`config.mk`:
```
export PLATFORM = sky130hd
export DESIGN_NAME = sat_mac
export DESIGN_NICKNAME = d
export VERILOG_FILES = /design/src/rtl/smac_pkg.sv /design/src/rtl/smac_mult.sv /design/src/rtl/smac_post.sv /design/src/rtl/smac_flags.sv /design/src/rtl/sat_mac.sv
export SDC_FILE = /design/constraint.sdc
export NUM_CORES = 2
export LEC_CHECK = 0
export ABC_AREA = 1
export CORE_ASPECT_RATIO = 0.8
export CORE_UTILIZATION = 55
export CTS_CLUSTER_SIZE = 25
export DETAILED_ROUTE_END_ITERATION = 6
export PLACE_DENSITY = 0.71
export RECOVER_POWER = 25
export SLEW_MARGIN = 20
export SYNTH_ARGS = -nofsm -noshare
export SYNTH_HDL_FRONTEND = slang
export SYNTH_SLANG_ARGS = --single-unit
```
`constraint.sdc`:
```
create_clock -name clk -period 8.9 [get_ports clk]
set_input_delay 2.225 -clock clk [delete_from_list [all_inputs] [get_ports clk]]
set_output_delay 2.225 -clock clk [all_outputs]
set_load 0.05 [all_outputs]
```
`src/rtl/smac_pkg.sv`:
```
package smac_pkg;

    localparam int DW     = 32;
    localparam int ADDR_W = 3;
    localparam int FN_W   = 5;

    // register addresses
    localparam int A_CTRL = 0;
    localparam int A_OPB  = 1;
    localparam int A_OPA  = 2;
    localparam int A_RLO  = 3;
    localparam int A_RHI  = 4;
    localparam int A_STAT = 5;
    localparam int A_CLR  = 6;

    // bit positions that software decodes
    localparam int CTRL_SAT_BIT = 22;
    localparam int ST_BUSY_BIT  = 8;
    localparam int ST_OVF_BIT   = 1;
    localparam int ST_UF_BIT    = 0;
    localparam int CLR_OVF_BIT  = 1;
    localparam int CLR_UF_BIT   = 0;

    // sticky flag vector layout
    localparam int NFLAG  = 2;
    localparam int FL_UF  = 0;
    localparam int FL_OVF = 1;

    typedef enum logic [FN_W-1:0] {
        FN_NOP    = 5'd0,
        FN_MUL32  = 5'd6,
        FN_SQR32  = 5'd7,
        FN_MULU64 = 5'd8,
        FN_MULS64 = 5'd9,
        FN_MAC    = 5'd10,
        FN_SAC    = 5'd11
    } fn_e;

    typedef struct packed {
        logic [FN_W-1:0] fn;
        logic            sat;
    } job_t;

    function automatic logic fn_squares(input logic [FN_W-1:0] f);
        return (f == FN_SQR32) || (f == FN_SAC);
    endfunction

    function automatic logic fn_signed(input logic [FN_W-1:0] f);
        return f != FN_MULU64;
    endfunction

    function automatic logic fn_is32(input logic [FN_W-1:0] f);
        return (f == FN_MUL32) || (f == FN_SQR32);
    endfunction

endpackage

```
`src/rtl/smac_mult.sv`:
```
module smac_mult
    import smac_pkg::*;
#(
    parameter int W = DW
) (
    input  logic           clk,
    input  logic           rst,
    input  logic           in_valid,
    input  logic [W-1:0]   a,
    input  logic [W-1:0]   b,
    input  logic           sgn,
    input  job_t           job_in,
    output logic           out_valid,
    output logic [2*W-1:0] prod,
    output job_t           job_out
);
    localparam int PW = 2 * W;

    logic [PW-1:0] ea;
    logic [PW-1:0] eb;

    // one multiplier serves signed and unsigned: extend by sign or by zero
    assign ea = {{W{sgn & a[W-1]}}, a};
    assign eb = {{W{sgn & b[W-1]}}, b};

    always_ff @(posedge clk) begin
        if (rst) begin
            out_valid <= 1'b0;
            prod      <= '0;
            job_out   <= '0;
        end else begin
            out_valid <= in_valid;
            if (in_valid) begin
                prod    <= ea * eb;
                job_out <= job_in;
            end
        end
    end

endmodule

```
`src/rtl/smac_post.sv`:
```
module smac_post
    import smac_pkg::*;
#(
    parameter int W = DW
) (
    input  job_t           job,
    input  logic [2*W-1:0] prod,
    input  logic [W-1:0]   acc_lo,
    input  logic [W-1:0]   acc_hi,
    output logic [W-1:0]   new_lo,
    output logic [W-1:0]   new_hi,
    output logic           wr_lo,
    output logic           wr_hi,
    output logic           ovf,
    output logic           neg
);
    localparam int PW = 2 * W;
    localparam logic [W-1:0]  MAXW = {1'b0, {(W-1){1'b1}}};
    localparam logic [W-1:0]  MINW = {1'b1, {(W-1){1'b0}}};
    localparam logic [PW-1:0] MAXP = {1'b0, {(PW-1){1'b1}}};
    localparam logic [PW-1:0] MINP = {1'b1, {(PW-1){1'b0}}};

    logic [PW-1:0] acc;
    logic [PW-1:0] sum;

    assign acc = {acc_hi, acc_lo};
    assign sum = acc + prod;

    always_comb begin
        new_lo = acc_lo;
        new_hi = acc_hi;
        wr_lo  = 1'b0;
        wr_hi  = 1'b0;
        ovf    = 1'b0;
        neg    = 1'b0;
        case (job.fn)
            FN_MUL32, FN_SQR32: begin
                // fits in W signed bits when the top W+1 bits agree
                wr_lo  = 1'b1;
                neg    = prod[PW-1];
                ovf    = !((&prod[PW-1:W-1]) || !(|prod[PW-1:W-1]));
                new_lo = (ovf && job.sat) ? (neg ? MINW : MAXW) : prod[W-1:0];
            end
            FN_MULU64, FN_MULS64: begin
                wr_lo  = 1'b1;
                wr_hi  = 1'b1;
                new_lo = prod[W-1:0];
                new_hi = prod[PW-1:W];
            end
            FN_MAC, FN_SAC: begin
                wr_lo = 1'b1;
                wr_hi = 1'b1;
                neg   = acc[PW-1];
                ovf   = (acc[PW-1] == prod[PW-1]) && (sum[PW-1] != acc[PW-1]);
                {new_hi, new_lo} = (ovf && job.sat) ? (neg ? MINP : MAXP) : sum;
            end
            default: ;
        endcase
    end

endmodule

```
`src/rtl/smac_flags.sv`:
```
module smac_flags
    import smac_pkg::*;
#(
    parameter int N = NFLAG
) (
    input  logic         clk,
    input  logic         rst,
    input  logic [N-1:0] set,
    input  logic [N-1:0] clr,
    output logic [N-1:0] q
);
    for (genvar i = 0; i < N; i++) begin : g_flag
        always_ff @(posedge clk) begin
            if (rst)
                q[i] <= 1'b0;
            else if (set[i])
                q[i] <= 1'b1;
            else if (clr[i])
                q[i] <= 1'b0;
        end
    end

endmodule

```
`src/rtl/sat_mac.sv`:
```
module sat_mac
    import smac_pkg::*;
#(
    parameter int W  = DW,
    parameter int AW = ADDR_W
) (
    input  logic          clk,
    input  logic          rst,
    input  logic          wr_en,
    input  logic [AW-1:0] wr_addr,
    input  logic [W-1:0]  wr_data,
    input  logic [AW-1:0] rd_addr,
    output logic [W-1:0]  rd_data
);
    localparam int PW = 2 * W;

    // write decode
    logic w_ctrl, w_opb, w_opa, w_rlo, w_rhi, w_clr;
    assign w_ctrl = wr_en && (wr_addr == AW'(A_CTRL));
    assign w_opb  = wr_en && (wr_addr == AW'(A_OPB));
    assign w_opa  = wr_en && (wr_addr == AW'(A_OPA));
    assign w_rlo  = wr_en && (wr_addr == AW'(A_RLO));
    assign w_rhi  = wr_en && (wr_addr == AW'(A_RHI));
    assign w_clr  = wr_en && (wr_addr == AW'(A_CLR));

    // software-visible state
    logic [FN_W-1:0] ctrl_fn;
    logic            ctrl_sat;
    logic [W-1:0]    opb_q;
    logic [W-1:0]    opa_q;
    logic [W-1:0]    res_lo_q;
    logic [W-1:0]    res_hi_q;

    // pipeline
    logic            s1_valid;
    logic [W-1:0]    s1_a;
    logic [W-1:0]    s1_b;
    logic            s1_sgn;
    job_t            s1_job;
    logic            s2_valid;
    logic [PW-1:0]   s2_prod;
    job_t            s2_job;

    logic            busy_w;
    logic            start_w;

    assign busy_w  = s1_valid | s2_valid;
    assign start_w = w_opa & ~busy_w;

    always_ff @(posedge clk) begin
        if (rst) begin
            ctrl_fn  <= '0;
            ctrl_sat <= 1'b0;
            opb_q    <= '0;
            opa_q    <= '0;
            s1_valid <= 1'b0;
            s1_a     <= '0;
            s1_b     <= '0;
            s1_sgn   <= 1'b0;
            s1_job   <= '0;
        end else begin
            if (w_ctrl) begin
                ctrl_fn  <= wr_data[FN_W-1:0];
                ctrl_sat <= wr_data[CTRL_SAT_BIT];
            end
            if (w_opb)
                opb_q <= wr_data;
            if (start_w)
                opa_q <= wr_data;
            s1_valid <= start_w;
            if (start_w) begin
                s1_a   <= wr_data;
                s1_b   <= fn_squares(ctrl_fn) ? wr_data : opb_q;
                s1_sgn <= fn_signed(ctrl_fn);
                s1_job <= '{fn: ctrl_fn, sat: ctrl_sat};
            end
        end
    end

    smac_mult #(.W(W)) u_mult (
        .clk      (clk),
        .rst      (rst),
        .in_valid (s1_valid),
        .a        (s1_a),
        .b        (s1_b),
        .sgn      (s1_sgn),
        .job_in   (s1_job),
        .out_valid(s2_valid),
        .prod     (s2_prod),
        .job_out  (s2_job)
    );

    // writeback
    logic [W-1:0] wb_lo;
    logic [W-1:0] wb_hi;
    logic         wb_wr_lo;
    logic         wb_wr_hi;
    logic         wb_ovf;
    logic         wb_neg;
    logic         wb_fire;
    logic         wb_sat;
    logic         wb_is32;
    logic         wr_res;

    smac_post #(.W(W)) u_post (
        .job   (s2_job),
        .prod  (s2_prod),
        .acc_lo(res_lo_q),
        .acc_hi(res_hi_q),
        .new_lo(wb_lo),
        .new_hi(wb_hi),
        .wr_lo (wb_wr_lo),
        .wr_hi (wb_wr_hi),
        .ovf   (wb_ovf),
        .neg   (wb_neg)
    );

    assign wb_fire = s2_valid;
    assign wb_sat  = s2_job.sat;
    assign wb_is32 = fn_is32(s2_job.fn);
    assign wr_res  = w_rlo | w_rhi;

    always_ff @(posedge clk) begin
        if (rst) begin
            res_lo_q <= '0;
            res_hi_q <= '0;
        end else begin
            if (wb_fire && wb_wr_lo)
                res_lo_q <= wb_lo;
            else if (w_rlo)
                res_lo_q <= wr_data;
            if (wb_fire && wb_wr_hi)
                res_hi_q <= wb_hi;
            else if (w_rhi)
                res_hi_q <= wr_data;
        end
    end

    // sticky flags
    logic [NFLAG-1:0] flag_set;
    logic [NFLAG-1:0] flag_clr;
    logic [NFLAG-1:0] flag_q;
    logic             ovf_q;
    logic             uf_q;
    logic             clr_ovf;
    logic             clr_uf;

    assign clr_ovf = w_clr & wr_data[CLR_OVF_BIT];
    assign clr_uf  = w_clr & wr_data[CLR_UF_BIT];

    always_comb begin
        flag_set         = '0;
        flag_clr         = '0;
        flag_set[FL_OVF] = wb_fire & wb_ovf;
        flag_set[FL_UF]  = wb_fire & wb_ovf & wb_neg;
        flag_clr[FL_OVF] = clr_ovf;
        flag_clr[FL_UF]  = clr_uf;
    end

    smac_flags #(.N(NFLAG)) u_flags (
        .clk(clk),
        .rst(rst),
        .set(flag_set),
        .clr(flag_clr),
        .q  (flag_q)
    );

    assign ovf_q = flag_q[FL_OVF];
    assign uf_q  = flag_q[FL_UF];

    // read mux
    always_comb begin
        rd_data = '0;
        case (rd_addr)
            AW'(A_CTRL): begin
                rd_data[FN_W-1:0]    = ctrl_fn;
                rd_data[CTRL_SAT_BIT] = ctrl_sat;
            end
            AW'(A_OPB):  rd_data = opb_q;
            AW'(A_OPA):  rd_data = opa_q;
            AW'(A_RLO):  rd_data = res_lo_q;
            AW'(A_RHI):  rd_data = res_hi_q;
            AW'(A_STAT): begin
                rd_data[ST_BUSY_BIT] = busy_w;
                rd_data[ST_OVF_BIT]  = ovf_q;
                rd_data[ST_UF_BIT]   = uf_q;
            end
            default: rd_data = '0;
        endcase
    end

endmodule

```
==> flow_summary_export.csv <==
group,metric,value,unit
timing,maxSlewViolCount,139,
finish,fin_util,0.592,
critical_path,arrival,9.20,ns
pwr,pwr_density_cell,53.7,mW/mm^2
timing,finalHoldViolations,0,
yosys,synthArstFlopShare,0,
die,num_rows,104,
yosys,synth_cells,7708,
yosys,synth_simple_gate_area_frac,0.189,
finish,fin_nets,9044,
yosys,synth_cell_types,50,
die,die_area,0.104,mm^2
critical_path,startpoint_type,"input pin",
placement,placed_area,0.0588,mm^2
finish,final_cells,8953,
die,die_y,289,um
grt,grt_max_degree,113,
drt,viasPerCell,5.75,
clocking,cts_buffers,29,
yosys,syn-cell-area,0.0564,mm^2
grt,globalRouteTotalUtil,0.416,
drt,totalWireLength,214000,um
yosys,synth-compound-area-share,0.0929,
timing,relSlewSlack,-0.918,
yosys,synth_nets,9151,
clocking,cts_tree,"yes",
timing,rsz0062_at_grt,"false",
worst_hold_path,min_path_cells,2,
clocking,clk_path_buf_depth,3,
critical_path,cp-end-kind,"flip-flop",
yosys,yosys-top-cells-area,"fa_1 40%, nand2_1 13%, inv_1 13%, dfxtp_1 8.7%, ha_1 6.1%",
drt,vias,51500,
finish,area_delta_synth_final,6.04,%
critical_path,cp_max_fo,112,
finish,drive_above_1_share,0.0425,
yosys,synthAdderAreaFrac,0.461,
outcome,violations,"capacitance limit, slew limit",
drt,ant_nets,0,
die,ios,73,
placement,port_buffers,72,
drt,drt-initial-drc-count,6149,
worst_hold_path,hold_path_class,"reg -> reg",
yosys,synth_edf_count,0,
die,die_w,360,um
clocking,worstSkewPairLatency,0.63,ns
clocking,cts_root_buf,"clkbuf_16",
die,coreArea,0.101,mm^2
yosys,ys_seq_area_frac,0.0869,
die,start_util,0.558,
drt,drt-wirelength-per-cell,23.9,um
run,cap_violations,3,
timing,fmax,114,MHz
grt,antenna_found_initial,9,
pwr,p_leak,0.0313,uW
clocking,htree_num_levels,1,
yosys,yosysTopAreaCell,"fa_1",
placement,dp.cells,8895,
drt,firstDrtPassIters,6,
finish,final_common_cell,"nand2_1",
drt,drc,0,
critical_path,ff2ff_path_depth,27,
outcome,status,"finished with violations",
yosys,ys_ff_latch,245,
yosys,synthFlopType,"dfxtp_1",
critical_path,critPathKind,"in -> reg",
clocking,path_clk_slew,0.07,ns
grt,grt_pass1_vias,50400,
yosys,synth_top_family_by_area,"adder cells",
yosys,muxShareOfSynthArea,0,
yosys,synthXorXnorAreaFrac,0.0123,
yosys,synth_top_area_frac,0.399,
placement,place.gp.congestion,1.10,
clocking,post-cts-setup-buffer-count,0,
grt,grt-ovfl-total,0,
finish,final_area,0.0599,mm^2
finish,layout_common_cells,"1994 x nand2_1, 1963 x inv_1, 1125 x fa_1, 365 x o21ai_0, 363 x nor2_1",
timing,setup_violations,0,
timing,tightest_slew,2.88,ns
clocking,cts.sinks,245,
grt,grt_pass1_wl,320000,um
yosys,syn_avg_cell_area,7.32,um^2
critical_path,required,9.30,ns
timing,fin_skew,0.0376,ns
pwr,ir_drop,0.165,mV
timing,period_minus_slack,8.80,ns
yosys,yosysWarnings,0,
placement,hpwl,181000,um
timing,setup-tns-final,0,ns
timing,fin_crit_sh,0.989,
## layer usage
metal / vias to the layer above / wire length [um] / global-route usage
met5: - / 56 / 0
li1: 22400 / - / -
met2: 2991 / 88600 / 0.600
met3: 431 / 26700 / 0.107
met4: 8 / 9950 / 0.162
met1: 25600 / 88900 / 0.600
## flip-flops by register name, summed over array words and instances (netlist names), 2 cells and up
name            flops
u_flags.q           2
u_mult.job_out      5
s1_b               32
s1_a               32
ctrl_fn             5
s1_job              5
opb_q              32
u_mult.prod        64
res_lo_q           32
res_hi_q           32
## cell families after synthesis
logic type,Yosys count
adders and majority gates,1402
AOI/OAI and AO/OA,937
DFF,245
xor gates and xnor gates,79
and+or+nand+nor,2680
buffers and inverters,2365
## critical path, cell delays in order
cell and delay [ns]:
buf_2 0.07, clkbuf_1 2.02, clkinvlp_2 3.14, buf_4 1.16
o21ai_0 0.23, a21oi_1 0.22
## cells in the mapped netlist, drive strengths merged (3+ instances only)
master      n
nor4       14
nor2      378
a31oi      50
o2111ai    27
clkinv      4
a21oi     381
a221oi      9
o211ai     29
clkbuf    364
a21o       14
fa       1126
and3        5
dfxtp     245
nand2    2009
a21boi      6
o21a        4
nor3       35
xnor2      44
ha        276
o21ai     372
buf        22
o221ai      3
nand3b     10
nand3     174
inv      1975
nand4      42
o21bai     31
xor2       35
or2        11
## power breakdown
part	internal (uW)	switching [uW]	total, uW
Sequential	1130	81.2	1210
Combinational	208	474	682
Clock	729	595	1320
Total	2060	1150	3210
## final cells by class
class                   count  area [um^2]
flip-flops and latches    245         4910
diodes                      5         12.5
inverters                1979         7440
well taps                1325         1660
multi-input cells        5098        42700
clock buffers              36          792
clock inverters            17          208
fillers                  9481        41200
repair buffers            248         2190
## per-stage QoR
step,total power [uW],worst slack (ns),hold slack [ns]
finish,3210,0.0971,0.458
floorplan,1570,1.49,0.427
global route,3280,0.0849,0.490
global placement,1870,0.441,0.443
detailed placement,1880,0.446,0.447
CTS,3180,0.368,0.455
## timing repair
item                                    CTS  global route
hold buffers                              0             0
resized for setup                         0             4
endpoints found under the setup margin    0             1
## path summary, 6_finish.rpt
check,start,to,slack (ns)
worst max-delay path,rst,s1_a[24],0.1
worst min-delay path,s1_job[2],s1_job[2],0.46
worst max register to register,s1_b[10],u_mult.prod[26],0.37
worst min register to register,s1_job[2],s1_job[2],0.46
No activity file was read; power rests on OpenSTA's default activity.
